File: config.mk
export PLATFORM = sky130hd
export DESIGN_NAME = word_byte_ram_bridge
export DESIGN_NICKNAME = d
export VERILOG_FILES = /design/src/rtl/bridge_pkg.sv /design/src/rtl/ram_addr_scale.sv /design/src/rtl/ram_lane_enable.sv /design/src/rtl/ram_read_align.sv /design/src/rtl/word_byte_ram_bridge.sv
export SDC_FILE = /design/constraint.sdc
export NUM_CORES = 1
export LEC_CHECK = 0
export BUFFER_PORTS_ARGS = -buffer_cell sky130_fd_sc_hd__buf_2
export CAP_MARGIN = 25
export CORE_MARGIN = 5
export CORE_UTILIZATION = 32
export DETAILED_ROUTE_END_ITERATION = 10
export GPL_TIMING_DRIVEN = 0
export PLACE_DENSITY = 0.76
export SLEW_MARGIN = 20
export SYNTH_ARGS = -nofsm -noshare
export SYNTH_HDL_FRONTEND = slang
export SYNTH_SLANG_ARGS = --single-unit
File: constraint.sdc
create_clock -name clk -period 1.2 [get_ports clk]
set_input_delay 0.24 -clock clk [delete_from_list [all_inputs] [get_ports clk]]
set_output_delay 0.24 -clock clk [all_outputs]
set_load 0.03 [all_outputs]
File: src/rtl/bridge_pkg.sv
package bridge_pkg;

  // Smallest 8 * 2^k that holds core_w bits.
  function automatic int mem_word_bits(input int core_w);
    int w;
    w = 8;
    for (int i = 0; i < 16; i++) begin
      if (w < core_w) w = w * 2;
    end
    return w;
  endfunction

  function automatic int index_bits(input int depth);
    return (depth > 1) ? $clog2(depth) : 1;
  endfunction

  // Number of whole byte lanes on the core side; zero when not byte aligned.
  function automatic int core_lanes(input int core_w);
    return ((core_w % 8) == 0) ? (core_w / 8) : 0;
  endfunction

  function automatic int strobe_bits(input int core_w);
    return (core_w >= 8) ? (core_w / 8) : 1;
  endfunction

  // Word index to byte address.
  function automatic logic [31:0] word_to_byte(input logic [31:0] idx, input int bytes);
    return idx * 32'(bytes);
  endfunction

endpackage

File: src/rtl/ram_addr_scale.sv
module ram_addr_scale
  import bridge_pkg::*;
#(
  parameter int DEPTH = 16,
  parameter int MB    = 4,
  localparam int AW   = index_bits(DEPTH)
) (
  input  logic          clk,
  input  logic          rst_n,
  input  logic [AW-1:0] core_addr_i,
  output logic [31:0]   mem_addr_o
);

  assign mem_addr_o = word_to_byte(32'(core_addr_i), MB);

  p_addr_aligned_r1: assert property (@(posedge clk) disable iff (!rst_n)
    (mem_addr_o % MB) == 0);

  p_addr_in_range_r1: assert property (@(posedge clk) disable iff (!rst_n)
    mem_addr_o < 32'((1 << AW) * MB));

endmodule

File: src/rtl/ram_lane_enable.sv
module ram_lane_enable
  import bridge_pkg::*;
#(
  parameter int CORE_W  = 24,
  localparam int MEM_W  = mem_word_bits(CORE_W),
  localparam int MB     = MEM_W / 8,
  localparam int LANES  = core_lanes(CORE_W),
  localparam int BEW    = strobe_bits(CORE_W)
) (
  input  logic           clk,
  input  logic           rst_n,
  input  logic           wr_i,
  input  logic [BEW-1:0] core_be_i,
  output logic [MB-1:0]  mem_be_o
);

  for (genvar l = 0; l < MB; l++) begin : g_lane
    if (l < LANES) begin : g_core_lane
      assign mem_be_o[l] = wr_i & core_be_i[l];
    end else begin : g_pad_lane
      assign mem_be_o[l] = wr_i;
    end
  end

  if (LANES == 0) begin : g_no_strobes
    logic unused_be;
    assign unused_be = ^core_be_i;

    p_full_write_r4: assert property (@(posedge clk) disable iff (!rst_n)
      wr_i |-> (&mem_be_o));
  end else if (LANES < MB) begin : g_pad_check
    p_pad_strobe_r3: assert property (@(posedge clk) disable iff (!rst_n)
      wr_i |-> (&mem_be_o[MB-1:LANES]));
  end

endmodule

File: src/rtl/ram_read_align.sv
module ram_read_align
  import bridge_pkg::*;
#(
  parameter int CORE_W = 24,
  parameter int RD_LAT = 2,
  localparam int MEM_W = mem_word_bits(CORE_W),
  localparam int IW    = $clog2(RD_LAT + 2)
) (
  input  logic              clk,
  input  logic              rst_n,
  input  logic              issue_i,
  input  logic [MEM_W-1:0]  mem_rdata_i,
  output logic              rvalid_o,
  output logic [CORE_W-1:0] rdata_o
);

  logic [RD_LAT-1:0] tag_q;
  logic [CORE_W-1:0] hold_q;
  logic [CORE_W-1:0] ret_word;
  logic [IW-1:0]     inflight_q;

  if (RD_LAT == 1) begin : g_lat1
    always_ff @(posedge clk) begin
      if (!rst_n) tag_q <= '0;
      else        tag_q <= issue_i;
    end
  end else begin : g_latn
    always_ff @(posedge clk) begin
      if (!rst_n) tag_q <= '0;
      else        tag_q <= {tag_q[RD_LAT-2:0], issue_i};
    end
  end

  if (MEM_W > CORE_W) begin : g_hi
    logic unused_hi;
    assign unused_hi = ^mem_rdata_i[MEM_W-1:CORE_W];
  end

  assign ret_word = mem_rdata_i[CORE_W-1:0];
  assign rvalid_o = tag_q[RD_LAT-1];
  assign rdata_o  = rvalid_o ? ret_word : hold_q;

  always_ff @(posedge clk) begin
    if (!rst_n)        hold_q <= '0;
    else if (rvalid_o) hold_q <= ret_word;
  end

  // Outstanding reads, kept for the properties below.
  always_ff @(posedge clk) begin
    if (!rst_n) inflight_q <= '0;
    else        inflight_q <= inflight_q + IW'(issue_i) - IW'(rvalid_o);
  end

  p_inflight_bound_r6: assert property (@(posedge clk) disable iff (!rst_n)
    int'(inflight_q) <= RD_LAT);

  p_no_orphan_return_r6: assert property (@(posedge clk) disable iff (!rst_n)
    (inflight_q == '0) |-> !rvalid_o);

  p_hold_between_r7: assert property (@(posedge clk) disable iff (!rst_n)
    !rvalid_o |=> (!rvalid_o |-> $stable(rdata_o)));

endmodule

File: src/rtl/word_byte_ram_bridge.sv
module word_byte_ram_bridge
  import bridge_pkg::*;
#(
  parameter int DEPTH   = 16,
  parameter int CORE_W  = 24,
  parameter int RD_LAT  = 2,
  localparam int AW     = index_bits(DEPTH),
  localparam int MEM_W  = mem_word_bits(CORE_W),
  localparam int MB     = MEM_W / 8,
  localparam int BEW    = strobe_bits(CORE_W)
) (
  input  logic              clk,
  input  logic              rst_n,
  input  logic              core_ce,
  input  logic              core_we,
  input  logic [AW-1:0]     core_addr,
  input  logic [CORE_W-1:0] core_wdata,
  input  logic [BEW-1:0]    core_be,
  output logic [CORE_W-1:0] core_rdata,
  output logic              core_rvalid,
  output logic              mem_en,
  output logic [MB-1:0]     mem_be,
  output logic [31:0]       mem_addr,
  output logic [MEM_W-1:0]  mem_wdata,
  input  logic [MEM_W-1:0]  mem_rdata
);

  logic wr_evt;
  logic rd_evt;

  assign mem_en = core_ce & rst_n;
  assign wr_evt = mem_en & core_we;
  assign rd_evt = mem_en & ~core_we;

  ram_addr_scale #(.DEPTH(DEPTH), .MB(MB)) u_addr (
    .clk(clk), .rst_n(rst_n), .core_addr_i(core_addr), .mem_addr_o(mem_addr)
  );

  ram_lane_enable #(.CORE_W(CORE_W)) u_lane (
    .clk(clk), .rst_n(rst_n), .wr_i(wr_evt), .core_be_i(core_be), .mem_be_o(mem_be)
  );

  assign mem_wdata = MEM_W'(core_wdata);

  ram_read_align #(.CORE_W(CORE_W), .RD_LAT(RD_LAT)) u_align (
    .clk(clk), .rst_n(rst_n), .issue_i(rd_evt), .mem_rdata_i(mem_rdata),
    .rvalid_o(core_rvalid), .rdata_o(core_rdata)
  );

  always_ff @(posedge clk) begin
    if (!rst_n) begin
      p_quiet_in_reset_r2: assert (!mem_en);
    end
  end

  p_read_no_strobe_r3: assert property (@(posedge clk) disable iff (!rst_n)
    (core_ce && !core_we) |-> (mem_be == '0));

  if (MEM_W > CORE_W) begin : g_pad
    p_pad_zero_r5: assert property (@(posedge clk) disable iff (!rst_n)
      mem_wdata[MEM_W-1:CORE_W] == '0);
  end

endmodule

==> results, run 1 <==
- The flow ran to the end, but the final reports show violations.
- The checks that failed: setup timing.
- The yosys synthesis warning count is 0.
- The cell count after synthesis came out at around 150.
- In this run the cell area of the synthesized design comes to approximately 0.0016 mm2.
- The vertical die dimension is around 80 um.
- The weighted congestion at the end of routability-driven global placement is between 0.6 and 0.7.
- The total overflow left after global routing is 0.
- The path depth of the worst reg2reg path is 5.
- The least setup slack across all paths after layout is -0.4125 ns.
- The finished layout holds around 360 standard cells, fillers aside.
- For met1 alone, demand over resource in global routing was 10.83%.
- The clock-pin transition on the worst setup and hold timing paths is around 0.09 ns.
- The cell type contributing the most total cell area after synthesis is dfxtp_1.
- The area added between synthesis and finish is 65.38%.
- Dividing the detail-routed wire length by the instance count gives roughly 12 um.
- Counting flops and latches in the post-synthesis netlist gives 26.
- The worst path uses 134.4% of the clock period.
- After detailed placement, the total cell area comes to about 0.0023 mm2.
- VDD sags by at most between 0.0004 and 0.0005 V.
- The detail route stage leaves a number of antenna-violating nets equal to 0.
- The share of synthesized area in the top cell type comes to approximately a third.
- In this run the standard cell core region covers roughly 0.0048 mm2.
- The final setup violation count is 30.
- Global routing consumed, on the met3 layer, around 3.8% of the routing resources.
- The combined global-route utilization of all metal layers is between 10% and 20%.
- Setup repair after global routing could not meet its margin everywhere.
- The via count normalized by instance count is ~3.7.
- The pre-antenna-repair detailed-routing pass consisted of 3 iterations.
- The library cells used most frequently in the layout, excluding fill and tap cells, are buf_4, buf_2, conb_1.
- After legalization and detailed placement, the total HPWL measured between 3 and 4 mm.
- For this design the total switching power over the nets is approximately 0.73 mW.
- Along the worst hold path, the cell count comes to 2.
- Clock tree synthesis selected as its root buffer the cell clkbuf_8.
- Wires add up to 4.237 mm.
- The number of global-route vias before repair was approximately 1400.
- The start-to-end type of the worst setup path is flop to output pin.
- The number of placed instances, taps included, is between 300 and 400.
- The type of origin of the critical path is a flop.
- The total power divided by cell area is approximately 900 mW/mm2.
- The final hold violation count came to 0.
- Internal power comes to ~1.7 mW.
- Of the total power, registers draw a little under two fifths.
- Tracing the worst setup path back leads to its startpoint at u_align.tag_q[1].
- Buffers inserted during clock tree synthesis total 3.
- The critical-path cell with the highest stage delay is dfxtp_4.
- The number of antenna violations at the first check in global routing is 0.
- 0 antenna diodes ended up in the layout.
- The post-route total power is between 2 and 2.5 mW.
- Walking the worst path, the cells encountered are buf_12 -> clkbuf_16 -> mux2_4 -> buf_6.
- The sequential element share of the synthesized area is 32.22%.
- The post-layout minimum cycle time is approximately 1.6 ns.
- The starting utilization of the core area is between 30% and 40%.
- The worst hold path begins at core_we.
- For this design the static power due to leakage is 1.461 nW.
- From left edge to right edge, the die measures 81.05 um.
- The tool flagged a number of max-cap violations equal to 0.
- Net switching is approximately 30% of the power.
- The number of H-tree branching levels is 1.
- In this run the most used layer during global routing was met2.
- The violation count after the first detailed-routing iteration is 6.
- The first global-routing pass estimated 5.796 mm of wire.
- In this design, the stage delay of the slowest critical-path cell is between 0.3 and 0.4 ns.
- The clock skew is approximately 0.0016 ns.
- Yosys attributes the largest share of cell area to dfxtp_1, buf_4, mux2_4, and2_1, mux2_2.
- CTS saw 26 sinks.
- Yosys mapped the design onto 12 distinct sky130hd cell types.
- The full die area is around 0.0066 mm2.
- The worst setup path is captured at an output pin.
- The net total in the final layout is between 300 and 400.
- The power share of the combinational group is approximately a third.
- Leaving out fill and tap cells, the most frequent cell in the layout is buf_4.
- The sum of negative setup slack is -9.799 ns.
- The clock latency at the later pin of the worst-skew pair is roughly 0.26 ns.
- Timing would allow up to a little over 0.6 GHz.
- The synthesized area per cell is 10.63 um2.
- The clock share of power is 29.6%.
- The classification of the worst-slack hold path is input pin to flop.
- The TritonCTS clock tree is done.
- The top-level I/O count is 161.
- For the worst setup path, the data required time is 0.96 ns.
- For this block, the via count after detailed routing is approximately 1300.
- The startpoint identified for the worst register-to-register timing path is u_align.tag_q[1].
- At the worst endpoint, the arrival time is roughly 1.4 ns.
- The total of buffers placed on input and output ports is roughly 90.
- In the global route stage, met2 resource usage came out at a little under a quarter.
- The maximum number of pins on one net before global-route repair is 16.
- The floorplan has 25 rows.
- The finished layout cell area is roughly 0.0027 mm2.
- The count of pins over their slew limit is 0.
- In the routed design, unresolved DRC markers number 0.
- Cells with a size suffix above 1 make up 71.53% of the layout.
- The largest buffer count on any clock path is 2.
- Counting the fill cells in the layout gives 439.
- Measured on the finished design, the core utilization comes to 55.45%.
- The highest net fanout along the worst path is 6.
## routing by layer
layer	routed length (um)	share of wire, %
met1	1442	34
met2	2296	54
met3	485	11
met4	13	0.31
met5	0	0
## metrics by stage
stage	hold WS, ns	setup slack (ns)
after floorplan	0.3116	-0.07727
after global placement	0.4104	-0.1474
after detailed placement	0.4097	-0.1576
after CTS	0.1124	-0.4331
after global routing	0.1317	-0.4556
final	0.1310	-0.4125
## final cells by class
cell class	count	area [um2]	area share (%)
Timing Repair Buffer	97	721.9	27.03
Multi-Input combinational cell	91	714.4	26.74
Buffer	70	555.5	20.80
Sequential cell	26	524.3	19.63
Tap cell	67	83.83	3.138
Clock buffer	3	41.29	1.546
Clock inverter	1	30.03	1.124
## kinds of logic after synthesis
group / share of synthesized area (%)
buffers and inverters: 33.85
and+or+nand+nor: 12.32
DFF: 32.22
muxes: 21.38
other: 0.2322
## state kept, by name, summed over array words and instances, names as in the netlist
signal	flops
u_align.hold_q	24
u_align.tag_q	2
## power groups by stage
stage,combinational (mW),clock (mW),sequential (mW)
CTS,0.778,0.752,0.886
detailed placement,0.724,0,0.906
global placement,0.716,0,0.905
global route,0.855,0.782,0.888
finish,0.811,0.714,0.886
floorplan,0.582,0,0.906
## worst paths after layout
kind	endpoint	slack, ns
max	core_rdata[4]	-0.41
min	u_align.tag_q[0]	0.13
max reg2reg	u_align.hold_q[7]	-0.12
min reg2reg	u_align.tag_q[1]	0.44
## cells in the mapped netlist, drive strengths merged
| cell type | count |
|---|---|
| and3 | 1 |
| and2 | 29 |
| buf | 68 |
| conb | 1 |
| mux2 | 24 |
| dfxtp | 26 |
| clkbuf | 2 |
| nor2b | 1 |
## timing repair
item,4_1_cts,5_1_grt
buffers inserted,2,5
gates resized for setup,52,19
hold endpoints to repair,0,0
cloned,1,1
setup endpoints to repair,25,43
hold buffers,0,0
## worst max-delay path, delay by kind of cell (launching register included)
kind,cells,cell delay [ns]
buffers and inverters,3,0.44
flip-flops,1,0.36
multiplexers,1,0.31
Power figures use the tool's default switching activity.
==> run 2, diff against run 1 <==
--- a/config.mk
+++ b/config.mk
@@ -12,6 +12,7 @@
 export DETAILED_ROUTE_END_ITERATION = 10
 export GPL_TIMING_DRIVEN = 0
 export PLACE_DENSITY = 0.76
+export SKIP_LAST_GASP = 1
 export SLEW_MARGIN = 20
 export SYNTH_ARGS = -nofsm -noshare
 export SYNTH_HDL_FRONTEND = slang
==> results, run 2 (same netlist as run 1, synthesis figures left out) <==
- The run finished, with violations left.
- The checks that failed: setup timing.
- In this design, the stage delay of the slowest critical-path cell is approximately 0.36 ns.
- In this run the horizontal extent of the chip is 81.05 um.
- Clock tree synthesis found a total of 26 sinks.
- The classification of the worst-slack hold path is input pin to flop.
- The library cell used as clock root buffer is clkbuf_8.
- For the worst setup path, the data required time is about 0.96 ns.
- The register with the most flip-flops in the layout has 24 of them.
- The worst-case setup slack after placement is -0.1576 ns.
- The first-pass iteration count of the detailed router is 3.
- The reported leakage power is about 1.5 nW.
- The clock-pin transition on the worst setup and hold timing paths is about 0.090 ns.
- In the post-route analysis, the smallest setup slack over all paths is -0.4184 ns.
- Setup violations remaining at the end of the flow were counted as 29.
- Detailed placement ended at an HPWL of 3.310 mm.
- TritonCTS built the clock tree.
- During I/O placement, the number of pins put on the boundary was approximately 160.
- For this block, the routed nets add up to approximately 4.2 mm of wire.
- The core region is between 0.004 and 0.005 mm2.
- The worst setup path is captured at an output pin.
- The library cell used most frequently in the layout, excluding fill and tap cells, is buf_4.
- The overall via count from detail_route is 1297.
- Dividing the detail-routed wire length by the instance count gives between 10 and 15 um.
- In the routed design, unresolved DRC markers number 0.
- In the layout the commonest cells are buf_4, buf_2, conb_1.
- The routed design could run at a clock period as short as between 1.5 and 2 ns.
- The highest net fanout along the worst path is 6.
- The worst path uses 134.9% of the clock period.
- The first global-routing pass estimated ~5.6 mm of wire.
- The critical-path cell with the highest stage delay is dfxtp_4.
- The net total in the final layout is about 360.
- The via count normalized by instance count is 3.654.
- The signal on the critical path passes through buf_12 -> clkbuf_16 -> mux2_4 -> buf_6.
- Overall power consumption after layout is estimated at about 2.4 mW.
- The count of fill cells added during filler insertion is between 400 and 500.
- The count of pins over their slew limit is 0.
- After clock tree synthesis, the flow added hold-fix buffers numbering 0.
- The number of global-route vias before repair is 1348.
- Entering global routing, the biggest net connects 16 pins.
- The number of antenna violations at the first check in global routing is 0.
- The starting utilization of the core area is about a third.
- Across the run, the number of max-cap violations was 0.
- The antenna cell count is 0.
- The first routing iteration left 3 violations.
- Counting the buffers created by CTS gives 3.
- Compared with the post-synthesis result, the final layout area differs by 65.22%.
- The vertical die dimension is 81.05 um.
- The largest buffer count on any clock path is 2.
- The type of origin of the critical path is a flop.
- In the final layout, the share of cells above drive strength 1 is between 70% and 80%.
- The clock reaches the later pin of the worst-skew pair after around 0.26 ns.
- The largest registers in the layout are u_align.hold_q: 24 flops, u_align.tag_q: 2 flops.
- Setup repair after global routing could not meet its margin everywhere.
- The total overflow left after global routing is 0.
- In this run the tool buffered the top-level ports with a little under 90 buffer cells.
- The cell row count is 25.
- u_align.hold_q holds more flip-flops than any other register.
- The number of buffers and inverters on the critical path is 3.
- The total power divided by cell area is around 900 mW/mm2.
- The count of nets left with antenna violations once routing finished came out at 0.
- The top achievable clock speed is 0.6179 GHz.
- Data on the critical path arrives at its endpoint at around 1.4 ns.
- The weighted congestion at the end of routability-driven global placement is between 0.6 and 0.7.
- The full die area is ~0.0066 mm2.
- The critical path in this run is classified as flop to output pin.
- The number of H-tree branching levels is 1.
- The cell family contributing the most delay on the critical path is buffers and inverters.
- Global routing used 10.75% of the available tracks.
- The worst supply voltage drop on vdd is 0.0004557 V.
- The final hold violation count is 0.
- The clock skew is 0.001591 ns.
==> run 2: timing repair <==
action / in CTS / in global routing
gates resized for setup: 41 / 28
cloned: 1 / 1
setup buffers: 2 / 5
endpoints found under the hold margin: 0 / 0
endpoints found under the setup margin: 25 / 43
pin swaps: 0 / 0
==> run 2: cell type report <==
class	instances	area (um2)	share of cell area, %
Tap cell	67	83.83	3.141
Buffer	70	555.5	20.82
Multi-Input combinational cell	91	711.9	26.68
Timing Repair Buffer	97	721.9	27.05
Clock inverter	1	30.03	1.125
Clock buffer	3	41.29	1.547
Sequential cell	26	524.3	19.64
==> run 2: through the flow <==
step / TNS (ns) / area [um2] / instances / hold slack (ns) / util, %
final: -9.741 / 2669 / 355 / 0.1311 / 55.40
after CTS: -10.25 / 2507 / 349 / 0.1124 / 52.05
after detailed placement: -2.918 / 2275 / 342 / 0.4097 / 47.22
after global routing: -11.05 / 2669 / 355 / 0.1337 / 55.40
after floorplan: -2.825 / 1750 / 187 / 0.3116 / -
after global placement: -2.757 / 2275 / 342 / 0.4104 / 47.22
==> run 2: routing by layer <==
| metal | up-vias | track usage (%) | share of wire, % | wire length, um |
|---|---|---|---|---|
| li1 | 648 | - | - | - |
| met4 | 0 | 2.027 | 0.31 | 13 |
| met3 | 2 | 3.659 | 12 | 495 |
| met2 | 89 | 21.18 | 52 | 2208 |
| met5 | - | 0 | 0 | 0 |
| met1 | 558 | 10.83 | 35 | 1490 |
==> run 2: power breakdown <==
group          switching [mW]  internal [mW]  total [mW]  leakage (nW)
Sequential            0.00602          0.880       0.886         0.211
Combinational           0.453          0.356       0.809          1.21
Clock                   0.267          0.446       0.713        0.0357
Total                   0.726           1.68        2.41          1.46
==> run 2: final timing paths <==
path	start	end	slack (ns)	cells after the start
setup reg to reg	u_align.tag_q[1]	u_align.hold_q[6]	-0.11	5
hold reg to reg	u_align.tag_q[0]	u_align.tag_q[1]	0.44	1
setup / recovery	u_align.tag_q[1]	core_rdata[1]	-0.42	4
hold / removal	core_we	u_align.tag_q[0]	0.13	2
==> run 3, diff against run 2 <==
--- a/config.mk
+++ b/config.mk
@@ -10,7 +10,6 @@
 export CORE_MARGIN = 5
 export CORE_UTILIZATION = 32
 export DETAILED_ROUTE_END_ITERATION = 10
-export GPL_TIMING_DRIVEN = 0
 export PLACE_DENSITY = 0.76
 export SKIP_LAST_GASP = 1
 export SLEW_MARGIN = 20
==> results, run 3 (same netlist as run 1, synthesis figures left out) <==
- The top-level I/O count is ~160.
- The overall via count from detail_route is ~960.
- The worst register-to-register path begins at u_align.tag_q[1].
- Global routing used ~8.4% of the available tracks across all layers.
- In the final layout, the registers with the most flip-flops are u_align.hold_q: 24 flops, u_align.tag_q: 2 flops.
- The start-to-end type of the worst setup path is flop to output pin.
- The type of origin of the critical path is a flop.
- STA classifies the critical path endpoint as an output pin.
- Along the worst path, the maximum fanout reaches 11.
- After global routing the overflow that remains totals 0.
- The flow ran to the end, but the final reports show violations.
- The flip-flop count of the largest register, all copies and words added is 24.
- The maximum number of pins on one net before global-route repair is 16.
- The cell total after placement is 248.
- The starting utilization of the core area is 33.53%.
- The post-route total power is 1.952 mW.
- The final cell count without fillers is about 260.
- Setup violations remaining at the end of the flow were counted as 24.
- The floorplan has 25 rows.
- Setup repair after global routing could not meet its margin everywhere.
- The share of post-route cells with drive strength above 1 is around 52%.
- After clock tree synthesis, the clock-pin slew on the worst setup and hold paths is approximately 0.090 ns.
- The clock skew is 0.001182 ns.
- The launch instance of the worst min-delay path is core_we.
- The first TritonRoute pass finished after 4 iterations.
- The final worst hold slack is 0.1276 ns.
- The worst hold path passes through 2 cells.
- Leaving out fill and tap cells, the most frequent cells in the layout are buf_2, conb_1, and2_1.
- The net switching power figure is between 0.5 and 0.6 mW.
- In the finished design, the share of the clock period the worst path needs comes to 130.2%.
- In the post-route analysis, the smallest setup slack over all paths is -0.3619 ns.
- The wire length of the first global-routing pass is between 4 and 5 mm.
- The checks that failed: setup timing.
- Detailed placement ended at an HPWL of around 2.4 mm.
- The die is roughly 81 um wide.
- The number of global-route vias before repair is ~1000.
- The core box area is 0.004817 mm2.
- STA puts the critical path data arrival time at about 1.3 ns.
- TritonCTS created 3 clock buffers.
- The violation count after the first detailed-routing iteration is 16.
- The total of buffers placed on input and output ports is 60.
- The weighted congestion at the end of routability-driven global placement is roughly 0.62.
- The count of pins over their slew limit is 0.
- The library cell used most frequently in the layout, excluding fill and tap cells, is buf_2.
- With fillers left out, the area of the finished cells amounts to between 0.0015 and 0.002 mm2.
- In the final timing run, aggregate negative setup slack is -8.273 ns.
- The setup slack of the worst register-to-register path is roughly 0.09 ns.
- Summed over all layers, the routed wires come to 2.959 mm.
- The worst supply voltage drop on vdd is 0.0005230 V.
- Of the total power, the clock network draws around 33%.
- The classification of the worst-slack hold path is input pin to flop.
- The number of max-cap violations is 0.
- Counting I/O delays and the setup requirement, the final critical path takes between 1.5 and 2 ns.
- The largest buffer count on any clock path is 2.
- The clock latency at the later pin of the worst-skew pair is around 0.26 ns.
- The reported leakage power is 0.9399 nW.
- Dividing total power by cell area gives a power density of ~1100 mW/mm2.
- The floorplan step set the die height to between 80 and 90 um.
- The top register by number of flip-flops is u_align.hold_q.
- The final hold violation count is 0.
- Using the TritonRoute via totals, the vias-per-cell ratio works out to approximately 3.8.
- The net total in the final layout is between 200 and 300.
- TritonCTS built the clock tree.
- The post-detailed-route count of antenna-violating nets is 0.
- The net switching share of the total power is between 20 and 30%.
- The area added between synthesis and finish is 10.38%.
- Sequential cells burn a little under half of the power.
- For hold timing, the worst endpoint is u_align.tag_q[0].
- The number of buffers inserted by hold repair at cts is 0.
- The CTS sink count is 26.
- The library cell used as clock root buffer is clkbuf_8.
- The power share of the combinational group is 22.0%.
- The number of antenna violations at the first check in global routing came to 0.
- The path depth of the worst reg2reg path is 3.
- Data on the critical path is required at its endpoint by between 0.9 and 1 ns.
- The reg-to-reg endpoint is u_align.hold_q[2].
- The internal portion of the total power is approximately 1.4 mW.
- The placed cell area is approximately 0.0016 mm2.
- Based on the critical path, the design can be clocked at up to 0.6403 GHz.
- The DRC violation count after routing is 0.
- The die covers around 0.0066 mm2.
- The antenna cell count is 0.
- The average wire per standard cell is 11.60 um.
- The number of H-tree branching levels is 1.
-- run 3: cell types whose count changed in the layout (fill, tap and decap cells not counted), sizes merged --
cell,change
buf,-97
clkbuf,-2
bufinv,-1
-- run 3: power groups by stage --
stage	logic, mW	clock network [mW]	registers [mW]
2_1_floorplan	0.582	0	0.906
3_3_place_gp	0.403	0	0.907
3_5_place_dp	0.408	0	0.908
4_1_cts	0.422	0.676	0.888
5_1_grt	0.455	0.712	0.890
6_report	0.429	0.636	0.887
-- run 3: worst max path at each step --
stage	from	to	slack, ns	cells after the start
final	u_align.tag_q[1]	core_rdata[0]	-0.36	3
after detailed placement	u_align.tag_q[1]	core_rdata[12]	-0.1	3
after CTS	u_align.tag_q[1]	core_rdata[0]	-0.39	3
after floorplan	u_align.tag_q[1]	u_align.hold_q[0]	-0.08	4
after global placement	u_align.tag_q[1]	core_rdata[0]	-0.09	3
after global routing	u_align.tag_q[1]	core_rdata[12]	-0.41	3
-- run 3: final cells by class --
class,instances,area [um2]
Fill cell,497,3034
Timing Repair Buffer,67,414.1
Tap cell,67,83.83
Sequential cell,26,524.3
Clock buffer,4,66.31
Multi-Input combinational cell,91,694.4
-- run 3: stage by stage --
| step | utilization (%) | setup WS (ns) |
|---|---|---|
| 6_report | 37.01 | -0.3619 |
| 3_5_place_dp | 34.10 | -0.09839 |
| 5_1_grt | 37.01 | -0.4123 |
| 3_3_place_gp | 34.10 | -0.09479 |
| 4_1_cts | 36.62 | -0.3878 |
| 2_1_floorplan | - | -0.07727 |
-- run 3: worst max-delay path, stage by stage, from the launching register on --
cell and delay, ns:
dfxtp_4 0.41, buf_12 0.16, mux2_4 0.31, buf_2 0.18
-- run 3: metal layers --
layer	part of all wire (%)	track usage, %	up-vias
li1	-	-	445
met5	0	0	-
met2	49	15.19	57
met1	36	8.926	435
met3	12	2.217	22
met4	3.2	4.561	0
-- run 3: timing repair --
item | in CTS | in global routing
setup endpoints to repair | 24 | 27
resized for setup | 10 | 7
setup buffers | 3 | 0
